--- src/rtl/ss_pkg.sv ---
package ss_pkg;

  typedef enum logic [1:0] {
    SS_IDLE = 2'd0,
    SS_RUN  = 2'd1,
    SS_DONE = 2'd2
  } ss_state_e;

  // Evenly spaced code for step idx between the first and last code.
  function automatic int step_code(input int idx, input int first_code,
                                   input int last_code, input int n_steps);
    int span;
    span = last_code - first_code;
    return first_code + (span * idx) / (n_steps - 1);
  endfunction

endpackage

--- src/rtl/ss_dwell_timer.sv ---
module ss_dwell_timer #(
  parameter int TICKS_PER_STEP = 3000,
  localparam int CNT_W = (TICKS_PER_STEP > 2) ? $clog2(TICKS_PER_STEP) : 1
) (
  input  logic clk,
  input  logic rst_n,
  input  logic clear,
  input  logic run,
  input  logic tick,
  output logic step_end
);
  localparam logic [CNT_W-1:0] LAST = CNT_W'(TICKS_PER_STEP - 1);

  logic [CNT_W-1:0] cnt_q;
  logic             count_ev;

  assign count_ev = run && tick;
  assign step_end = count_ev && (cnt_q == LAST);

  always_ff @(posedge clk or negedge rst_n) begin
    if (!rst_n)           cnt_q <= '0;
    else if (clear)       cnt_q <= '0;
    else if (step_end)    cnt_q <= '0;
    else if (count_ev)    cnt_q <= cnt_q + 1'b1;
  end

  p_cnt_bound_r3: assert property (@(posedge clk) disable iff (!rst_n)
    cnt_q <= LAST);

  p_cnt_hold_r3: assert property (@(posedge clk) disable iff (!rst_n)
    (!tick && !clear) |=> $stable(cnt_q));

endmodule

--- src/rtl/ss_step_ctrl.sv ---
module ss_step_ctrl
  import ss_pkg::*;
#(
  parameter int STEPS = 4,
  localparam int STEP_W = (STEPS > 2) ? $clog2(STEPS) : 1
) (
  input  logic              clk,
  input  logic              rst_n,
  input  logic              start,
  input  logic              restart,
  input  logic              step_end,
  output logic [STEP_W-1:0] step,
  output logic              running,
  output logic              finished,
  output logic              timer_clear
);
  localparam logic [STEP_W-1:0] LAST_STEP = STEP_W'(STEPS - 1);

  ss_state_e         state_q, state_d;
  logic [STEP_W-1:0] step_q, step_d;
  logic              launch;

  assign launch      = (state_q == SS_IDLE) && start;
  assign timer_clear = restart || launch;

  always_comb begin
    state_d = state_q;
    step_d  = step_q;
    if (restart) begin
      state_d = SS_RUN;
      step_d  = '0;
    end else begin
      unique case (state_q)
        SS_IDLE: if (start) begin
          state_d = SS_RUN;
          step_d  = '0;
        end
        SS_RUN: if (step_end) begin
          if (step_q == LAST_STEP) state_d = SS_DONE;
          else                     step_d  = step_q + 1'b1;
        end
        SS_DONE: ;
        default: state_d = SS_IDLE;
      endcase
    end
  end

  always_ff @(posedge clk or negedge rst_n) begin
    if (!rst_n) begin
      state_q <= SS_IDLE;
      step_q  <= '0;
    end else begin
      state_q <= state_d;
      step_q  <= step_d;
    end
  end

  assign step     = step_q;
  assign running  = (state_q == SS_RUN);
  assign finished = (state_q == SS_DONE);

  p_restart_first_r7: assert property (@(posedge clk) disable iff (!rst_n)
    restart |=> (step == '0) && !finished && running);

  p_launch_r2: assert property (@(posedge clk) disable iff (!rst_n)
    (!running && !finished && start && !restart) |=> running && (step == '0));

  p_done_sticky_r5: assert property (@(posedge clk) disable iff (!rst_n)
    (finished && !restart) |=> finished && $stable(step));

  p_start_ignored_r8: assert property (@(posedge clk) disable iff (!rst_n)
    (running && start && !restart && !step_end) |=> $stable(step) && running);

  p_done_last_r5: assert property (@(posedge clk) disable iff (!rst_n)
    finished |-> (step == LAST_STEP));

endmodule

--- src/rtl/ss_limit_sel.sv ---
module ss_limit_sel
  import ss_pkg::*;
#(
  parameter int CODE_W     = 8,
  parameter int STEPS      = 4,
  parameter int CODE_START = 30,
  parameter int CODE_FINAL = 80,
  localparam int STEP_W = (STEPS > 2) ? $clog2(STEPS) : 1
) (
  input  logic              clk,
  input  logic              rst_n,
  input  logic [STEP_W-1:0] step,
  input  logic              finished,
  input  logic [CODE_W-1:0] cap,
  output logic [CODE_W-1:0] limit
);
  logic [CODE_W-1:0] lvl [STEPS];
  logic [CODE_W-1:0] seq_code;

  for (genvar g = 0; g < STEPS; g++) begin : g_lvl
    assign lvl[g] = CODE_W'(step_code(g, CODE_START, CODE_FINAL, STEPS));
  end

  assign seq_code = lvl[step];
  assign limit    = (cap < seq_code) ? cap : seq_code;

  p_min_sel_r9: assert property (@(posedge clk) disable iff (!rst_n)
    (limit <= cap) && (limit <= seq_code) && ((limit == cap) || (limit == seq_code)));

  p_final_code_r5: assert property (@(posedge clk) disable iff (!rst_n)
    finished |-> (seq_code == CODE_W'(CODE_FINAL)));

endmodule

--- src/rtl/softstart_seq.sv ---
module softstart_seq #(
  parameter int CODE_W         = 8,
  parameter int STEPS          = 4,
  parameter int TICKS_PER_STEP = 3000,
  parameter int CODE_START     = 30,
  parameter int CODE_FINAL     = 80,
  localparam int STEP_W = (STEPS > 2) ? $clog2(STEPS) : 1
) (
  input  logic              clk,
  input  logic              rst_n,
  input  logic              start,
  input  logic              restart,
  input  logic              tick,
  input  logic [CODE_W-1:0] ext_cap,
  output logic [CODE_W-1:0] limit_code,
  output logic [STEP_W-1:0] step_idx,
  output logic              done,
  output logic              jitter_en
);
  logic step_end;
  logic running;
  logic finished;
  logic timer_clear;

  ss_dwell_timer #(.TICKS_PER_STEP(TICKS_PER_STEP)) u_timer (
    .clk      (clk),
    .rst_n    (rst_n),
    .clear    (timer_clear),
    .run      (running),
    .tick     (tick),
    .step_end (step_end)
  );

  ss_step_ctrl #(.STEPS(STEPS)) u_ctrl (
    .clk         (clk),
    .rst_n       (rst_n),
    .start       (start),
    .restart     (restart),
    .step_end    (step_end),
    .step        (step_idx),
    .running     (running),
    .finished    (finished),
    .timer_clear (timer_clear)
  );

  ss_limit_sel #(
    .CODE_W(CODE_W), .STEPS(STEPS),
    .CODE_START(CODE_START), .CODE_FINAL(CODE_FINAL)
  ) u_sel (
    .clk      (clk),
    .rst_n    (rst_n),
    .step     (step_idx),
    .finished (finished),
    .cap      (ext_cap),
    .limit    (limit_code)
  );

  assign done      = finished;
  assign jitter_en = finished;

  p_step_only_on_tick_r3: assert property (@(posedge clk) disable iff (!rst_n)
    (!tick && !restart) |=> $stable(step_idx) && $stable(done));

  p_no_jitter_early_r6: assert property (@(posedge clk) disable iff (!rst_n)
    $rose(jitter_en) |-> $past(running) && $past(tick));

endmodule

--- config.mk ---
export PLATFORM = sky130hd
export DESIGN_NAME = softstart_seq
export DESIGN_NICKNAME = d
export VERILOG_FILES = /design/src/rtl/ss_pkg.sv /design/src/rtl/ss_dwell_timer.sv /design/src/rtl/ss_step_ctrl.sv /design/src/rtl/ss_limit_sel.sv /design/src/rtl/softstart_seq.sv
export SDC_FILE = /design/constraint.sdc
export NUM_CORES = 1
export LEC_CHECK = 0
export BUFFER_PORTS_ARGS = -buffer_cell sky130_fd_sc_hd__clkbuf_2
export CAP_MARGIN = 15
export CELL_PAD_IN_SITES_DETAIL_PLACEMENT = 1
export CELL_PAD_IN_SITES_GLOBAL_PLACEMENT = 2
export CORE_UTILIZATION = 35
export DETAILED_ROUTE_END_ITERATION = 10
export PLACE_DENSITY = 0.86
export SYNTH_ARGS = -nofsm -noshare
export SYNTH_HDL_FRONTEND = slang
export SYNTH_SLANG_ARGS = --single-unit
--- constraint.sdc ---
create_clock -name clk -period 6.8 [get_ports clk]
set_input_delay 2.04 -clock clk [delete_from_list [all_inputs] [get_ports clk]]
set_output_delay 2.04 -clock clk [all_outputs]
set_load 0.02 [all_outputs]
Yosys cells after proc, flatten, opt, wreduce, memory -nomap -nowiden
Index checks and enable logic that the tools add are counted.
- logic and storage cells: 43
- input bits: 13
- register bits after elaboration: 16
- $lt $le $gt $ge: 2
- equality and inequality tests: 9
- muxes and demuxes: 17
- $add $sub $neg: 2
- reduce and logical (&&, ||, !) cells: 9
- bitwise logic cells: 1
- operator list (operator ; count):
    $mux 12 ; 3
    $mux 8 ; 3
    $bmux 8 s2 ; 1
    $mux 2 ; 8
    $add 12x1->12 const B ; 1
    $eq 12x12->1 const B ; 1
    $ne 3x3->1 const B ; 3
    $lt 8x8->1 ; 1
    $reduce_and 4->1 ; 2
    $pmux 2 s3 ; 1
    $reduce_bool 3->1 ; 2
    $eq 2x2->1 const B ; 2
    $pmux 2 s2 ; 1
    $ge 3x3->1 const B ; 1
    $logic_and 1x1->1 ; 3
    $ne 3x2->1 const B ; 1
    $not 2->3 ; 1
    $add 2x1->2 const B ; 1
    $eq 2x1->1 const B ; 1
    $logic_not 2->1 ; 1
    $ne 2x2->1 const B ; 1
    $logic_or 1x1->1 ; 1

Logic depth before layout (Yosys ltp)
Gate-level depths: netlist of run 1.
- depth after elaboration: 6
- gate-level depth with buffers: 8

By module
A second synthesis of run 1 with hierarchy kept.
- cells, all modules: 132
- area, all modules: 1237.4 µm²
- modules (own cells, without submodules) (module ; cells each ; instances ; area each (µm²)):
    ss_dwell_timer ; 72 ; 1 ; 683.2
    ss_limit_sel ; 38 ; 1 ; 331.6
    ss_step_ctrl ; 21 ; 1 ; 215.2
    softstart_seq ; 1 ; 1 ; 7.5

Least setup slack after synthesis of run 1
No wires, ideal clock.
- kind: input-to-output
- start point: in ext_cap[5]
- end point: out limit_code[2]
- stages on the path: 5
- arrival: 3.644 ns
- buffers on the path: 0
- data required time: 4.760 ns
- setup slack: 1.116 ns
- cell sequence: ha_1 > a21o_1 > a211o_1 > o31ai_4 > mux2i_1
- cells in the longest elaborated chain, start to end: 2
- ends and longest elaborated chain (item ; line ; RTL):
    from (decl) ; softstart_seq.sv:14 ; input logic [CODE_W-1:0] ext_cap,
    $lt 8x8->1 ; ss_limit_sel.sv:25 ; assign limit = (cap < seq_code) ? cap : seq_code;
    $mux 8 ; ss_limit_sel.sv:25 ;
    to (decl) ; softstart_seq.sv:15 ; output logic [CODE_W-1:0] limit_code,
Every way passes these cells.

Final worst setup path of run 1
- start point: in ext_cap[5]
- end point: out limit_code[0]
Same word-level chain as after synthesis.

==> results of run 1 <==
## cell usage in the layout (no fill, tap or decap), types with 2 or more instances in the layout
cell	count
a22o_1	2
nand3_1	11
mux2i_1	3
and3_1	2
clkbuf_2	23
nand4_1	2
xnor2_1	8
clkbuf_4	3
nand2b_1	2
o21ai_0	6
nand2_1	6
a211o_1	2
a21oi_1	5
a31oi_1	2
dfrtp_1	16
nor2_1	17
mux2_2	3
o31ai_1	4
inv_1	8
ha_1	10
nor3_1	2
## logic make-up (layout without fill, tap and decap cells)
logic type,Yosys count,count (layout),share of synthesized area (%)
adders and majority gates,10,10,10.3
buffers and inverters,11,35,4.12
and+or+nand+nor,53,53,25.1
DFF,16,16,33.0
other,1,1,0.309
AOI/OAI and AO/OA,27,27,16.2
xor gates and xnor gates,8,8,5.77
muxes,6,6,5.26
## state kept, by name (all words and copies together), names as in the netlist
signal          flops
u_timer.cnt_q      12
u_ctrl.state_q      2
u_ctrl.step         2
## power groups by stage
stage	combinational (mW)	clock [mW]	sequential (mW)
2_1_floorplan	0.0223	0	0.0998
3_3_place_gp	0.0335	0	0.100
3_5_place_dp	0.0351	0	0.100
4_1_cts	0.0353	0.0686	0.0986
5_1_grt	0.0387	0.0732	0.0989
6_report	0.0348	0.0655	0.0987
## layout make-up
| cell class | instances | area, sq um | area share, % |
|---|---|---|---|
| clock buffers | 4 | 36.3 | 2.59 |
| flip-flops and latches | 16 | 400 | 28.5 |
| well taps | 46 | 57.6 | 4.10 |
| inverters | 8 | 30.0 | 2.14 |
| multi-input cells | 105 | 763 | 54.4 |
| repair buffers | 23 | 115 | 8.21 |
## layer usage
layer	up-vias	wire, microns	track usage, %
met5	-	0	0
met4	0	34	4.87
met3	5	91	4.48
met2	20	1560	33.9
met1	539	1320	20.1
li1	530	-	-
## through the flow
step	std cells	area (sq um)	hold WS [ns]	power, mW	setup slack [ns]
final	202	1400	0.483	0.199	0.852
after global routing	202	1400	0.516	0.211	0.766
after CTS	202	1400	0.489	0.203	0.827
after detailed placement	198	1370	0.472	0.136	0.843
after global placement	198	1370	0.477	0.134	0.898
after floorplan	132	1210	0.437	0.122	1.12
## worst max-delay path, delay by kind of cell
family	cells	cell delay [ns]
AO/OA/AOI/OAI	3	0.91
multiplexers	1	0.39
adder cells (fa/ha/maj)	1	0.31
buffers and inverters	2	0.25
## how the worst max path moves through the flow
stage / from / end / slack [ns] / cells after the start
finish: ext_cap[5] / limit_code[0] / 0.85 / 7
global route: ext_cap[5] / limit_code[0] / 0.77 / 7
CTS: ext_cap[5] / limit_code[0] / 0.83 / 7
detailed placement: ext_cap[5] / limit_code[0] / 0.84 / 7
global placement: ext_cap[5] / limit_code[6] / 0.90 / 7
floorplan: ext_cap[5] / limit_code[2] / 1.12 / 5
==> results.toml, run 1 <==
[setup_path]
worstPathCellList = "clkbuf_2, ha_1, a21o_1, a211o_1, o31ai_4, mux2_2, clkbuf_2"
worstPathArrival_ns = 3.91
cp_max_fo = 7
cpPeakStageDelay_ns = 0.39
r2r_cells = 5
critPathLaunchType = "primary input"
slowest_stage = "mux2_2"
regToRegEndpoint = "u_timer.cnt_q[8]"
crit_top_cell = "clkbuf_2"
reg2reg_from = "u_ctrl.state_q[0]"
end_kind = "output port"
r2r_setup_slack_ns = 4.73
crit_required_ns = 4.76
crit_type = "primary input to output port"

[final_layout]
nets = 180
post-route-util_pct = 42.0
syn_to_final_growth_pct = 15.6
drive_gt1_share_pct = 24.4
antenna_cells = 0
n_fill_cell = 413

[drt]
drt_iter0_markers = 19
vias = 1094
drt_pass1_iterations = 4
drc = 0
ant_nets = 0
wirelength_microns = 3010
routed_via_density = 5.42
post_drt_wl_per_cell_microns = 14.9

[timing]
max_freq_ghz = 0.168
rsz0062_at_grt = "no"
post-route-period-util_pct = 87.5
setup_viol = 0
slew_viol_final = 0
worstMarginPinSlew_ns = 0.883
fin_crit_ns = 5.95
timing_hold_violations_final = 0
setup_tns_ns = 0
fin_worst_skew_ns = 0.00412
maxSlewHeadroom_pct = 41.1

[status]
status = "complete, no violations"

[clock_tree]
tritoncts.num_buffers = 3
cts_tree = "yes"
cts_setup_buffers = 0
cts_max_path_buffers = 2
cts-resized-gates = 0
clockRootBuffer = "clkbuf_4"
htree_levels = 1
ctsHoldBuffers = 0
clock-sinks = 16
path_clk_slew_ns = 0.10
clk-insertion-delay-late_ns = 0.30

[global_routing]
grt_use_total_pct = 18.1
grt_pass1_wl_microns = 4890
grt_start_max_net_pins = 17
antenna_found_initial = 0
grt_pass1_vias = 1087
grt_overflow_total = 0

[floorplanning]
die_w_microns = 60.9
core_area_sq_um = 3340
rows = 21
io_pins = 25
die_h_microns = 60.9
initial_core_util_pct = 36.4
dieArea_sq_um = 3710

[logic_synthesis]
ys_async_sr_fraction_pct = 100
ys_types = 39
synth_most_common_cell = "nor2_1"
ys_seq_elements = 16
synth_area_leaders = "dfrtp_1, ha_1, xnor2_1, nor2_1, nand3_1"
syn_area_sq_um = 1210
yosys_warnings = 0
synthCells = 132
synth_ff_type = "dfrtp_1"
synth_nets = 155
yosys.area.top_type = "dfrtp_1"
synth_edf_count = 0
post_synth.cell_area_avg_sq_um = 9.19
synth_top_area_share_pct = 33.0
ys_top_cells_by_count = "nor2_1, dfrtp_1, nand3_1"
yosysSeqAreaShare_pct = 33.0

[placed_design]
gp_congestion = 0.762
port-buffer-count = 23
dp_hpwl_microns = 2390

[pwr]
switching_power_mw = 0.0565
p_int_mw = 0.142
clock_power_share_pct = 32.9
ir_drop_v = 0.000106
pwr-share-seq_pct = 49.6
pwr-share-comb_pct = 17.5
power_density_nw_per_um2 = 142
p_sw_share_pct = 28.4
leakagePower_nw = 0.644

[run]
drv_cap = 0

[worst_hold_path]
min_path_cells = 1
holdCritStartpoint = "u_timer.cnt_q[11]"
min_path_type = "register to register"
holdPathEnd = "u_timer.cnt_q[11]"
No activity file was read; power rests on OpenSTA's default activity.
==> inputs of run 2 (changes only) <==
- clock period: 6.8 -> 7.2 ns (I/O delays scaled with it)
==> run 2 against run 1 <==
Critical path depth unchanged; combinational power is 5% lower; highest routed layer unchanged; clock power shrank 7.9%; non-clock buffer count did not move; critical endpoint unchanged; final cell count unchanged; wire length grew 1.2%; critical path type unchanged; worst setup slack better by 0.14 ns; sequential power shrank 5.6%; clock-buffer cell count unchanged; utilization did not move; largest cell class unchanged.
==> results.toml, run 2 (same netlist as run 1, synthesis figures left out) <==
[placed_design]
dp_hpwl_microns = 2490
gp_congestion = 0.762
port-buffer-count = 23
place_inst = 198
place_area_sq_um = 1370

[final_layout]
largest-register = "u_timer.cnt_q"
nets = 180
post-route-util_pct = 42.0
syn_to_final_growth_pct = 15.6
final-instance-count-excl-fill = 202
n_fill_cell = 414
drive_gt1_share_pct = 24.4
antenna_cells = 0
final_common_cell = "clkbuf_2"
fin_area_sq_um = 1400
largest_reg_flops = 12
final_cell_mix = "clkbuf_2, nor2_1, dfrtp_1"

[global_routing]
grt_pass1_wl_microns = 4980
antenna_found_initial = 0
grt_pass1_vias = 1110
grt_overflow_total = 0
grtUsageMet2_pct = 33.6
use_met1_pct = 20.8
grtUsageMet3_pct = 4.69
grt_use_total_pct = 18.3
grt-busiest-layer = "met2"
grt_start_max_net_pins = 17

[setup_path]
cp_max_fo = 7
crit_top_cell = "clkbuf_2"
crit_buf_inv = 2
cpPeakStageDelay_ns = 0.39
end_kind = "output port"
crit_type = "primary input to output port"
worstPathArrival_ns = 4.04
r2r_setup_slack_ns = 5.13
crit_required_ns = 5.04
cp_top_family = "compound AO/OA/AOI/OAI gates"
worstPathCellList = "clkbuf_2, ha_1, a21o_1, a211o_1, o31ai_4, mux2_2, clkbuf_2"
slowest_stage = "mux2_2"
critPathLaunchType = "primary input"

[drt]
wirelength_microns = 3040
drc = 0
post_drt_wl_per_cell_microns = 15.1
drt_iter0_markers = 18
drt_pass1_iterations = 4
ant_nets = 0
routed_via_density = 5.48
vias = 1107

[timing]
post-route-period-util_pct = 86.2
max_freq_ghz = 0.161
slew_viol_final = 0
timing.hold.ws_ns = 0.491
timing_hold_violations_final = 0
fin_worst_skew_ns = 0.00188
maxSlewHeadroom_pct = 41.4
setup_viol = 0
rsz0062_at_grt = "no"
fin_crit_ns = 6.20
setup_tns_ns = 0
worstMarginPinSlew_ns = 0.879

[clock_tree]
ctsHoldBuffers = 0
clock-sinks = 16
htree_levels = 1
clk-insertion-delay-late_ns = 0.29
cts_tree = "yes"
tritoncts.num_buffers = 3
cts_setup_buffers = 0
cts_max_path_buffers = 2
path_clk_slew_ns = 0.10
cts-resized-gates = 0
clockRootBuffer = "clkbuf_4"

[worst_hold_path]
min_path_type = "register to register"

[floorplanning]
die_w_microns = 60.9
initial_core_util_pct = 36.4
core_area_sq_um = 3340
io_pins = 25
die_h_microns = 60.9
rows = 21
dieArea_sq_um = 3710

[pwr]
leakagePower_nw = 0.644
power_density_nw_per_um2 = 133
ir_drop_v = 0.000104

[status]
status = "complete, no violations"

[run]
drv_cap = 0
## run 2: cell counts in the layout (fill, tap and decap cells not counted)
No cell type changed its count.
## run 2: power breakdown
part           leakage [nW]  switching [mW]  total (mW)  internal, mW
registers             0.219         0.00218      0.0932        0.0910
clock network        0.0210          0.0295      0.0603        0.0308
logic                 0.404          0.0203      0.0329        0.0127
total                 0.644          0.0520       0.186         0.135
## run 2: worst paths after layout
| path | end | start | cells after the start |
|---|---|---|---|
| max | limit_code[0] | ext_cap[5] | 7 |
| min | u_timer.cnt_q[11] | u_timer.cnt_q[11] | 1 |
| max reg2reg | u_timer.cnt_q[7] | u_ctrl.state_q[0] | 5 |
| min reg2reg | u_timer.cnt_q[11] | u_timer.cnt_q[11] | 1 |
| max in group asynchronous | u_timer.cnt_q[1] | rst_n | 1 |
| min in group asynchronous | u_ctrl.state_q[0] | rst_n | 1 |
## run 2: per-layer routing
| layer | routed length, microns | part of all wire, % |
|---|---|---|
| met1 | 1310 | 43 |
| met3 | 89 | 2.9 |
| met5 | 0 | 0 |
| met2 | 1600 | 52 |
| met4 | 49 | 1.6 |
## run 2: area by class of cell
type	instances	area, sq um	share of cell area (%)
Multi-Input combinational cell	105	763	54.4
Inverter	8	30.0	2.14
Clock buffer	4	36.3	2.59
Sequential cell	16	400	28.5
Timing Repair Buffer	23	115	8.21
Tap cell	46	57.6	4.10
## run 2: worst reg2reg max path: stages (launching register included)
cell     delay, ns
dfrtp_1       0.49
mux2_2        0.37
a21oi_1       0.70
nor3_1        0.17
xnor2_1       0.18
nor2_1        0.05
## run 2: metrics by stage
step	worst slack, ns	total power, mW
global placement	1.06	0.126
detailed placement	0.988	0.128
floorplan	1.28	0.115
finish	0.997	0.186
CTS	0.984	0.191
global route	0.909	0.197
==> inputs of run 3 (changes only) <==
- ABC_AREA: unset -> 1
- CORE_UTILIZATION: 35 -> 32
- PLACE_DENSITY: 0.86 -> 0.87
==> run 3 against run 2 <==
Via count rose by 17%; critical path depth rose by 2; sequential share of layout area fell by 2.5 points; non-clock buffer count did not move; total power rose by 93%; clock-buffer cell count did not move; wire length rose by 9.9%; critical path type unchanged; global-route usage fell by 1.6 points; highest routed layer unchanged; fmax rose by 7.7%; register-to-register slack improved by 0.54 ns; final cell count rose by 37%; utilization fell by 3.6 points.
==> results.toml, run 3 <==
[status]
status = "complete, no violations"

[final_layout]
seq_area_sq_um = 400
antenna_cells = 0
final_common_cell = "nand2_1"
n_fill_cell = 542
final_cell_mix = "nand2_1, inv_1, nor2_1"
largest-register = "u_timer.cnt_q"
nets = 250
syn_to_final_growth_pct = 15.5
drive_gt1_share_pct = 17.7
multi_input_area_sq_um = 797
largest_reg_flops = 12

[clock_tree]
clockRootBuffer = "clkbuf_8"
cts-resized-gates = 0
cts_tree = "yes"
tritoncts.num_buffers = 3
clk-insertion-delay-late_ns = 0.25
cts_setup_buffers = 0
htree_levels = 1
cts_max_path_buffers = 2
ctsHoldBuffers = 0
clock-sinks = 16
path_clk_slew_ns = 0.07

[floorplanning]
core_area_sq_um = 4000
die_h_microns = 66.5
die_w_microns = 66.5
rows = 23
io_pins = 25
dieArea_sq_um = 4430
initial_core_util_pct = 33.3

[worst_hold_path]
min_path_type = "register to register"
holdCritStartpoint = "u_timer.cnt_q[0]"
holdPathEnd = "u_timer.cnt_q[0]"
min_path_cells = 1

[setup_path]
reg2reg_from = "u_timer.cnt_q[0]"
cp_max_fo = 8
regToRegEndpoint = "u_ctrl.step[1]"
end_kind = "output port"
crit_start = "ext_cap[5]"
r2r_setup_slack_ns = 5.67
r2r_cells = 10
critPathLaunchType = "primary input"
worstPathArrival_ns = 3.60
crit_required_ns = 5.04
crit_type = "primary input to output port"

[logic_synthesis]
synth_edf_count = 0
ys_top_cells_by_count = "nand2_1, inv_1, nor2_1"
yosysSeqAreaShare_pct = 30.0
ys_async_sr_fraction_pct = 100
yosys.area.top_type = "dfrtp_1"
synth_nets = 225
synth_ff_type = "dfrtp_1"
post_synth.cell_area_avg_sq_um = 6.60
ys_seq_elements = 16
yosys_warnings = 0
synth_most_common_cell = "nand2_1"
synthCells = 202
syn_area_sq_um = 1330
synth_top_area_share_pct = 30.0
synth_area_leaders = "dfrtp_1, nand2_1, ha_1, inv_1, nor2_1"
ys_types = 25

[pwr]
pwr-share-comb_pct = 44.5
switching_power_mw = 0.157
p_int_mw = 0.203
ir_drop_v = 0.0000895
power_density_nw_per_um2 = 234
clock_power_share_pct = 23.1
p_sw_share_pct = 43.7
pwr-share-seq_pct = 32.4
leakagePower_nw = 0.812

[timing]
fin_worst_skew_ns = 0.00202
rsz0062_at_grt = "no"
post-route-period-util_pct = 80.0
slew_viol_final = 0
fin_crit_ns = 5.76
max_freq_ghz = 0.174
setup_tns_ns = 0
setup_viol = 0
fin_ws_ns = 1.44
timing_hold_violations_final = 0

[drt]
routed_via_density = 4.68
drc = 0
wl_met1_microns = 1750
drt_iter0_markers = 53
ant_nets = 0
vias = 1293
drt_pass1_iterations = 4
wl_met3_microns = 54
wl_met2_microns = 1500
post_drt_wl_per_cell_microns = 12.1
wirelength_microns = 3340
routed.top_layer = "met4"

[global_routing]
grt_start_max_net_pins = 17
antenna_found_initial = 0
grt_overflow_total = 0
grt_pass1_wl_microns = 5560
grt_use_total_pct = 16.7
grt_pass1_vias = 1232

[run]
drv_cap = 0

[placed_design]
gp_congestion = 0.765
port-buffer-count = 23
pre_cts_ws_ns = 1.44
dp_hpwl_microns = 2750
[run 3: cell count changes after synthesis, moves of 3 or more]
| cell | before | now |
|---|---|---|
| mux2_2 | 3 | 0 |
| mux2i_1 | 3 | 0 |
| nor2_1 | 17 | 26 |
| nand3_1 | 11 | 18 |
| inv_1 | 8 | 27 |
| nand2_1 | 6 | 65 |
| xnor2_1 | 8 | 0 |
| o31ai_1 | 4 | 0 |
| nand2_2 | 1 | 4 |
[run 3: worst max-delay path: stages]
cell,delay [ns]
clkbuf_2,0.09
ha_1,0.30
a21oi_1,0.15
nor2_1,0.08
nor3_4,0.27
nand2_1,0.19
nand2_1,0.14
nand2_1,0.06
clkbuf_2,0.15
[run 3: layout make-up]
type	count	share of cell area (%)
multi-input cells	154	51.8
flip-flops and latches	16	26.0
well taps	50	4.07
repair buffers	23	7.48
clock buffers	4	3.58
inverters	29	7.07
[run 3: cells by family (layout without fill, tap and decap cells)]
kind of cell,Yosys count,after routing,share of synthesized area [%]
adders and majority gates,10,10,9.39
other,1,1,0.281
buffers and inverters,32,56,10.1
DFF,16,16,30.0
and+or+nand+nor,125,125,41.2
AOI/OAI and AO/OA,16,16,7.61
xor gates and xnor gates,2,2,1.31
[run 3: power by group through the flow]
| stage | Combinational [mW] | Clock [mW] | Sequential, mW |
|---|---|---|---|
| global route | 0.182 | 0.0905 | 0.118 |
| floorplan | 0.113 | 0 | 0.120 |
| global placement | 0.162 | 0 | 0.117 |
| CTS | 0.165 | 0.0873 | 0.117 |
| detailed placement | 0.164 | 0 | 0.118 |
| finish | 0.160 | 0.0832 | 0.117 |
[run 3: layer usage]
layer / vias to the layer above / track usage, %
li1: 683 / -
met3: 4 / 2.57
met1: 590 / 23.2
met5: - / 0
met2: 16 / 26.5
met4: 0 / 4.79
[run 3: how the worst max path moves through the flow]
stage | endpoint
after floorplan | limit_code[1]
after global placement | limit_code[3]
after detailed placement | limit_code[2]
after CTS | limit_code[2]
after global routing | limit_code[3]
final | limit_code[3]
[run 3: stage by stage]
stage | hold slack [ns] | std cells | util [%] | power (mW) | instance area (sq um)
2_1_floorplan | 0.478 | 202 | - | 0.233 | 1330
4_1_cts | 0.533 | 276 | 38.5 | 0.369 | 1540
3_5_place_dp | 0.514 | 272 | 37.1 | 0.283 | 1480
5_1_grt | 0.554 | 276 | 38.5 | 0.391 | 1540
3_3_place_gp | 0.505 | 272 | 37.1 | 0.279 | 1480
6_report | 0.526 | 276 | 38.5 | 0.360 | 1540
